<file path="src/rtl/sp_pkg.sv">
package sp_pkg;
  localparam int unsigned SP_DEF_BITS   = 12;
  localparam int unsigned SP_DEF_ERR_W  = 24;
  localparam int unsigned SP_DEF_THRESH = 100;

  // Accumulator action chosen per cycle by the stream front end
  typedef enum logic [1:0] {
    ACC_HOLD    = 2'd0,
    ACC_ADD     = 2'd1,
    ACC_RESTART = 2'd2
  } acc_op_e;
endpackage

</file>
<file path="src/rtl/sp_accum.sv">
module sp_accum
  import sp_pkg::*;
#(
  parameter int unsigned NBITS = SP_DEF_BITS,
  parameter int unsigned ERR_W = SP_DEF_ERR_W,
  parameter int unsigned SUM_W = ERR_W + 5,
  parameter int unsigned IDX_W = 4
) (
  input  logic                    clk,
  input  logic                    rst_n,
  input  acc_op_e                 op,
  input  logic [IDX_W-1:0]        idx,
  input  logic [ERR_W-1:0]        err,
  output logic signed [SUM_W-1:0] pos_q,
  output logic signed [SUM_W-1:0] neg_q,
  output logic [NBITS-1:0]        code_q,
  output logic signed [SUM_W-1:0] pos_nx,
  output logic signed [SUM_W-1:0] neg_nx,
  output logic [NBITS-1:0]        code_nx
);
  localparam int unsigned EXT_W = SUM_W - ERR_W;

  logic signed [SUM_W-1:0] err_x;
  logic signed [SUM_W-1:0] pos_base, neg_base;
  logic                    err_is_pos, err_is_neg;

  assign err_x      = {{EXT_W{err[ERR_W-1]}}, err};
  assign err_is_neg = err[ERR_W-1];
  assign err_is_pos = !err[ERR_W-1] && (|err);

  assign pos_base = (op == ACC_RESTART) ? '0 : pos_q;
  assign neg_base = (op == ACC_RESTART) ? '0 : neg_q;

  always_comb begin
    pos_nx = pos_q;
    neg_nx = neg_q;
    if (op != ACC_HOLD) begin
      pos_nx = err_is_pos ? pos_base + err_x : pos_base;
      neg_nx = err_is_neg ? neg_base + err_x : neg_base;
    end
  end

  // One mask bit per converter bit: set when the latest error for it is positive
  for (genvar gi = 0; gi < NBITS; gi++) begin : g_mask
    logic hit;
    assign hit = (op != ACC_HOLD) && (idx == IDX_W'(gi));
    always_comb begin
      if (hit)                    code_nx[gi] = err_is_pos;
      else if (op == ACC_RESTART) code_nx[gi] = 1'b0;
      else                        code_nx[gi] = code_q[gi];
    end
  end

  always_ff @(posedge clk or negedge rst_n) begin
    if (!rst_n) begin
      pos_q  <= '0;
      neg_q  <= '0;
      code_q <= '0;
    end else begin
      pos_q  <= pos_nx;
      neg_q  <= neg_nx;
      code_q <= code_nx;
    end
  end


  pos_sign_chk: assert property (@(posedge clk) disable iff (!rst_n) pos_q >= 0);

  neg_sign_chk: assert property (@(posedge clk) disable iff (!rst_n) neg_q <= 0);

  idle_hold_chk: assert property (@(posedge clk) disable iff (!rst_n)
    (op == ACC_HOLD) |=> ($stable(pos_q) && $stable(neg_q) && $stable(code_q)));
endmodule

</file>
<file path="config.mk">
export PLATFORM = sky130hd
export DESIGN_NAME = sp_accum
export DESIGN_NICKNAME = d
export VERILOG_FILES = /design/src/rtl/sp_pkg.sv /design/src/rtl/sp_accum.sv
export SDC_FILE = /design/constraint.sdc
export NUM_CORES = 1
export LEC_CHECK = 0
export BUFFER_PORTS_ARGS = -buffer_cell sky130_fd_sc_hd__buf_4
export CAP_MARGIN = 0
export CORE_AREA = 3 3 112 114
export CTS_CLUSTER_SIZE = 16
export DETAILED_ROUTE_END_ITERATION = 8
export DIE_AREA = 0 0 115 117
export HOLD_SLACK_MARGIN = 0.05
export PLACE_DENSITY = 0.89
export RECOVER_POWER = 25
export SLEW_MARGIN = 30
export SYNTH_ARGS = -nofsm -noshare
export SYNTH_HDL_FRONTEND = slang
export SYNTH_SLANG_ARGS = --single-unit
</file>
<file path="constraint.sdc">
create_clock -name clk -period 6.1 [get_ports clk]
set_clock_uncertainty 0.2 [all_clocks]
set_input_delay 0.915 -clock clk [delete_from_list [all_inputs] [get_ports clk]]
set_output_delay 0.915 -clock clk [all_outputs]
set_load 0.1 [all_outputs]
</file>
* After elaboration in Yosys (flattened, before gate mapping)
Index checks and enable logic that the tools add are counted.
** Storage, ports and cells
- Register bits after elaboration :: 70
- Input port bits :: 32
- Logic and storage cells :: 64
** Cells by class
- Reduce and logical (&&, ||, !) cells :: 17
- Add/subtract/negate cells :: 2
- Eq/ne operators :: 12
- Muxes and demuxes :: 30
** Operator list (number)
- 2-to-1 mux 29 bit :: 6
- adder 29 x 24 -> 29 bit :: 2
- 2-to-1 mux 1 bit :: 24
- OR reduction 24 bit :: 1
- == test 4 x 3 -> 1 bit (second input constant) :: 4
- == test 4 bit (second input constant) :: 4
- logical AND 1 bit :: 13
- == test 4 x 2 -> 1 bit (second input constant) :: 2
- == test 4 x 1 -> 1 bit (second input constant) :: 1
- zero test 4 bit :: 1
- == test 2 bit (second input constant) :: 1
- nonzero test 2 bit :: 1
- zero test 1 bit :: 1

* Logic depth before layout (Yosys ltp)
- Depth in word-level cells :: 5
- Depth in mapped cells :: 16

* Worst setup path before layout
OpenSTA, ideal clock, no wires.
- Kind :: input to output
- Start point :: in op[0]
- End point :: out pos_nx[27]
- Stages on the path :: 16
- Path buffers :: 3
- Data required time :: 4.985 ns
- Arrival :: 5.981 ns
- Slack :: -0.996 ns
- Cell sequence :: buf_2 -> clkinv_1 -> nand2_1 -> clkbuf_1 -> clkbuf_1 -> and2_1 -> ha_1 -> and2_1 -> and3_1 -> a221oi_1 -> o31ai_1 -> a31oi_1 -> o21ai_0 -> nand3_1 -> mux2_2 -> o21ai_0
** Between the ends
- Word-level cells in the longest chain between the ends :: 5
- Elaborated cells on any way between the ends :: 6
- Classes of those cells :: add/sub: 1; eq/ne: 1; mux: 3; reduce/logical: 1
** Ends and longest elaborated chain
- start: declaration :: RTL line sp_accum.sv:11 : input acc_op_e op,
- == test 2 bit :: RTL line sp_accum.sv:31 : assign pos_base = (op == ACC_RESTART) ? '0 : pos_q;
- 2-to-1 mux 29 bit :: RTL line sp_accum.sv:31
- adder 29 x 24 -> 29 bit :: RTL line sp_accum.sv:38 : pos_nx = err_is_pos ? pos_base + err_x : pos_base;
- 2-to-1 mux 29 bit :: RTL line sp_accum.sv:38
- 2-to-1 mux 29 bit (*) :: RTL line sp_accum.sv:37 : if (op != ACC_HOLD) begin
- end: declaration :: RTL line sp_accum.sv:17 : output logic signed [SUM_W-1:0] pos_nx,
Mark *: on every way between the ends. The rest lies on a longest branch, timed or not.

* Final worst setup path
- Start point :: in op[0]
- End point :: out neg_nx[28]
** Between the ends
- Word-level cells in the longest chain between the ends :: 5
- Elaborated cells on any way between the ends :: 6
- Classes of those cells :: add/sub: 1; eq/ne: 1; mux: 3; reduce/logical: 1
** Ends and longest elaborated chain
- == test 2 bit :: RTL line sp_accum.sv:32 : assign neg_base = (op == ACC_RESTART) ? '0 : neg_q;
- 2-to-1 mux 29 bit :: RTL line sp_accum.sv:32
- adder 29 x 24 -> 29 bit :: RTL line sp_accum.sv:39 : neg_nx = err_is_neg ? neg_base + err_x : neg_base;
- 2-to-1 mux 29 bit :: RTL line sp_accum.sv:39
- 2-to-1 mux 29 bit (*) :: RTL line sp_accum.sv:37
- end: declaration :: RTL line sp_accum.sv:18 : output logic signed [SUM_W-1:0] neg_nx,
Marks and branches as above.

==> summary.txt <==
Run status
  • Status: finished, violations left
  • Failing checks: capacitance limit, slew limit

Routing
  • Iter 0 DRT Violations: 598
  • Vias: 6558
  • Via-per-instance ratio: 6.28
  • Routed Antenna Nets: 0
  • WL final: 19.8 mm
  • Avg WL per Cell: 19.0 um
  • First drt pass iteration count: 5
  • DRC violations left: 0

Clocking
  • CTS Buf Count: 9
  • # Post-CTS Setup Buffers: 0
  • Clk pin slew, worst setup/hold paths: 60 ps
  • Clk root buf: clkbuf_16
  • Clock Latency Late Sink: 340 ps
  • Depth of the CTS H-tree: 3
  • CTS tree: done
  • # hold bufs at CTS: 0
  • Clock Path Buffers: 2
  • Clock Sinks: 70
  • Cts repair resizes: 0

Yosys
  • Most used DFF post-synth: dfrtp_1
  • Synth async-reset ratio: 100%
  • Mapped Cells: 739
  • Synth Cell Area: 6280 um^2
  • Post-synthesis sequential area ratio: 27.9%
  • Yosys reg bits: 70
  • Avg Cell Area, Syn: 8.49 um^2
  • EDFF count, synth: 0
  • Ys Warns: 0
  • Synth unique cells: 62
  • Mapped Nets: 829

Global route
  • Global-route wire length before repair: 31.1 mm
  • Initial antenna violation count: 0
  • GR Overflow Total: 0
  • Vias in the first global route: 6119
  • Total track usage: 28.8%
  • Largest net degree at the start of global routing: 71

Setup path
  • Critical path capture point type: primary output
  • Max FO, Critical Path: 36
  • Critical path class: input pin to primary output
  • CP Data Arrival Time: 4580 ps
  • Crit path launch type: input pin
  • Crit path required time: 4980 ps

STA
  • Fin Hold WS: 337 ps
  • Worst-margin pin slew: 2820 ps
  • Hold Vio Cnt, Final: 0
  • Final Cycle Share: 93.4%
  • Crit path time final: 5700 ps
  • # setup viols final: 0
  • Slew Limit Headroom: -87.7%
  • Max-slew violation count: 52
  • FMAX: 0.175 GHz
  • RSZ-0062 raised after global routing: no
  • Final worst setup slack: 402 ps

Hold path
  • Worst hold path type: register to register

Die
  • Core ar.: 11500 um^2
  • Height of the die: 117 um
  • Starting Density: 54.5%
  • Die ar.: 13500 um^2
  • DIE WIDTH: 115 um
  • IO Pins: 172
  • Row cnt: 39

Cells and area
  • ANT cells: 0
  • Layout cells sized above 1: 24.0%
  • Final #Nets: 987
  • Commonest non-fill, non-tap cell in the layout: buf_4
  • P&R area growth vs syn: 28.0%
  • Most frequent cells in the layout: 179 x buf_4, 70 x dfrtp_1, 60 x nand2_1, 56 x and2_1, 56 x ha_1

Place
  • GPL Wtd Cong: 0.958
  • Setup WS pre-CTS: 432 ps
  • Dpl hpwl: 14.6 mm
  • IO buf count: 171

Job
  • Max Cap Viol: 1
## synth_stat cells (6+ instances only)
library cell,number,area share (%)
a21oi_1,54,4.3
clkbuf_1,31,1.9
mux2i_1,21,3.3
xnor2_1,26,3.6
o21ai_0,68,5.4
nand3_1,30,2.4
a22oi_1,7,0.84
nand2b_1,9,0.90
o211ai_1,14,1.7
nor2_1,29,1.7
inv_1,10,0.60
o221ai_1,8,1.1
nand2_1,60,3.6
o21a_1,7,0.84
dfrtp_1,70,28
o21bai_1,6,0.72
o31ai_1,7,0.84
a32oi_1,19,2.7
xor2_1,17,2.4
and2_1,56,5.6
a31oi_1,10,1.0
nor3_1,10,0.80
and3_1,10,1.0
a21o_1,30,3.6
ha_1,56,11
## final timing paths
kind / to / depth (start not counted) / slack (ps) / startpoint
hold / removal: neg_q[16] / 2 / 340 / neg_q[16]
setup reg to reg: neg_q[28] / 12 / 2540 / neg_q[0]
min in group asynchronous: neg_q[17] / 1 / 510 / rst_n
max in group asynchronous: pos_q[19] / 2 / 2030 / rst_n
hold reg to reg: neg_q[16] / 2 / 340 / neg_q[16]
setup / recovery: neg_nx[28] / 17 / 400 / op[0]
## logic make-up (layout without fill, tap and decap cells)
family | Yosys count | in the layout | share of synthesized area [%]
xor gates and xnor gates | 43 | 43 | 6.00
AOI/OAI and AO/OA | 269 | 269 | 29.0
muxes | 23 | 23 | 3.71
buffers and inverters | 46 | 208 | 2.79
and+or+nand+nor | 230 | 230 | 18.8
DFF | 70 | 70 | 27.9
adders and majority gates | 58 | 58 | 11.8
## worst max-delay path: stages
cell and delay (ps):
buf_4 110, clkinv_1 50, nand2_1 110, buf_12 190, and2_1 170, ha_1 220, fa_1 410, a21o_1 190
nand4_1 80, o21ai_0 170, a311o_1 450, o31ai_2 300, a21oi_1 180, a211o_1 300, a211oi_2 240, xnor2_1 160
buf_4 320
## routing by layer
metal / wire length (um) / track usage [%]
met5: 0 / 0
met4: 534 / 11.0
met3: 1600 / 5.71
met2: 9320 / 46.6
met1: 8340 / 38.4
## metrics by stage
| step | area [um^2] | std cells | TNS, ps | util (%) |
|---|---|---|---|---|
| finish | 8030 | 1044 | 0 | 69.7 |
| global route | 8030 | 1044 | 0 | 69.7 |
| CTS | 8030 | 1043 | 0 | 69.7 |
| detailed placement | 7740 | 1028 | 0 | 67.2 |
| global placement | 7740 | 1028 | 0 | 67.2 |
| floorplan | 6320 | 739 | -412 | - |
## registers in the layout (all words and copies together) (netlist names)
register / count
pos_q: 29
neg_q: 29
code_q: 12
## layout make-up
cell class / instances / area (um^2)
sequential: 70 / 1750
multi-input combinational: 623 / 4400
clock buffer: 11 / 243
inverter: 11 / 41.3
clock inverter: 4 / 47.5
tap: 143 / 179
fill: 911 / 3480
timing repair buffer: 182 / 1370
Power is left out: the tool's default activity adds up to more than one toggle a clock period on the data nets, which glitch-free logic cannot reach.
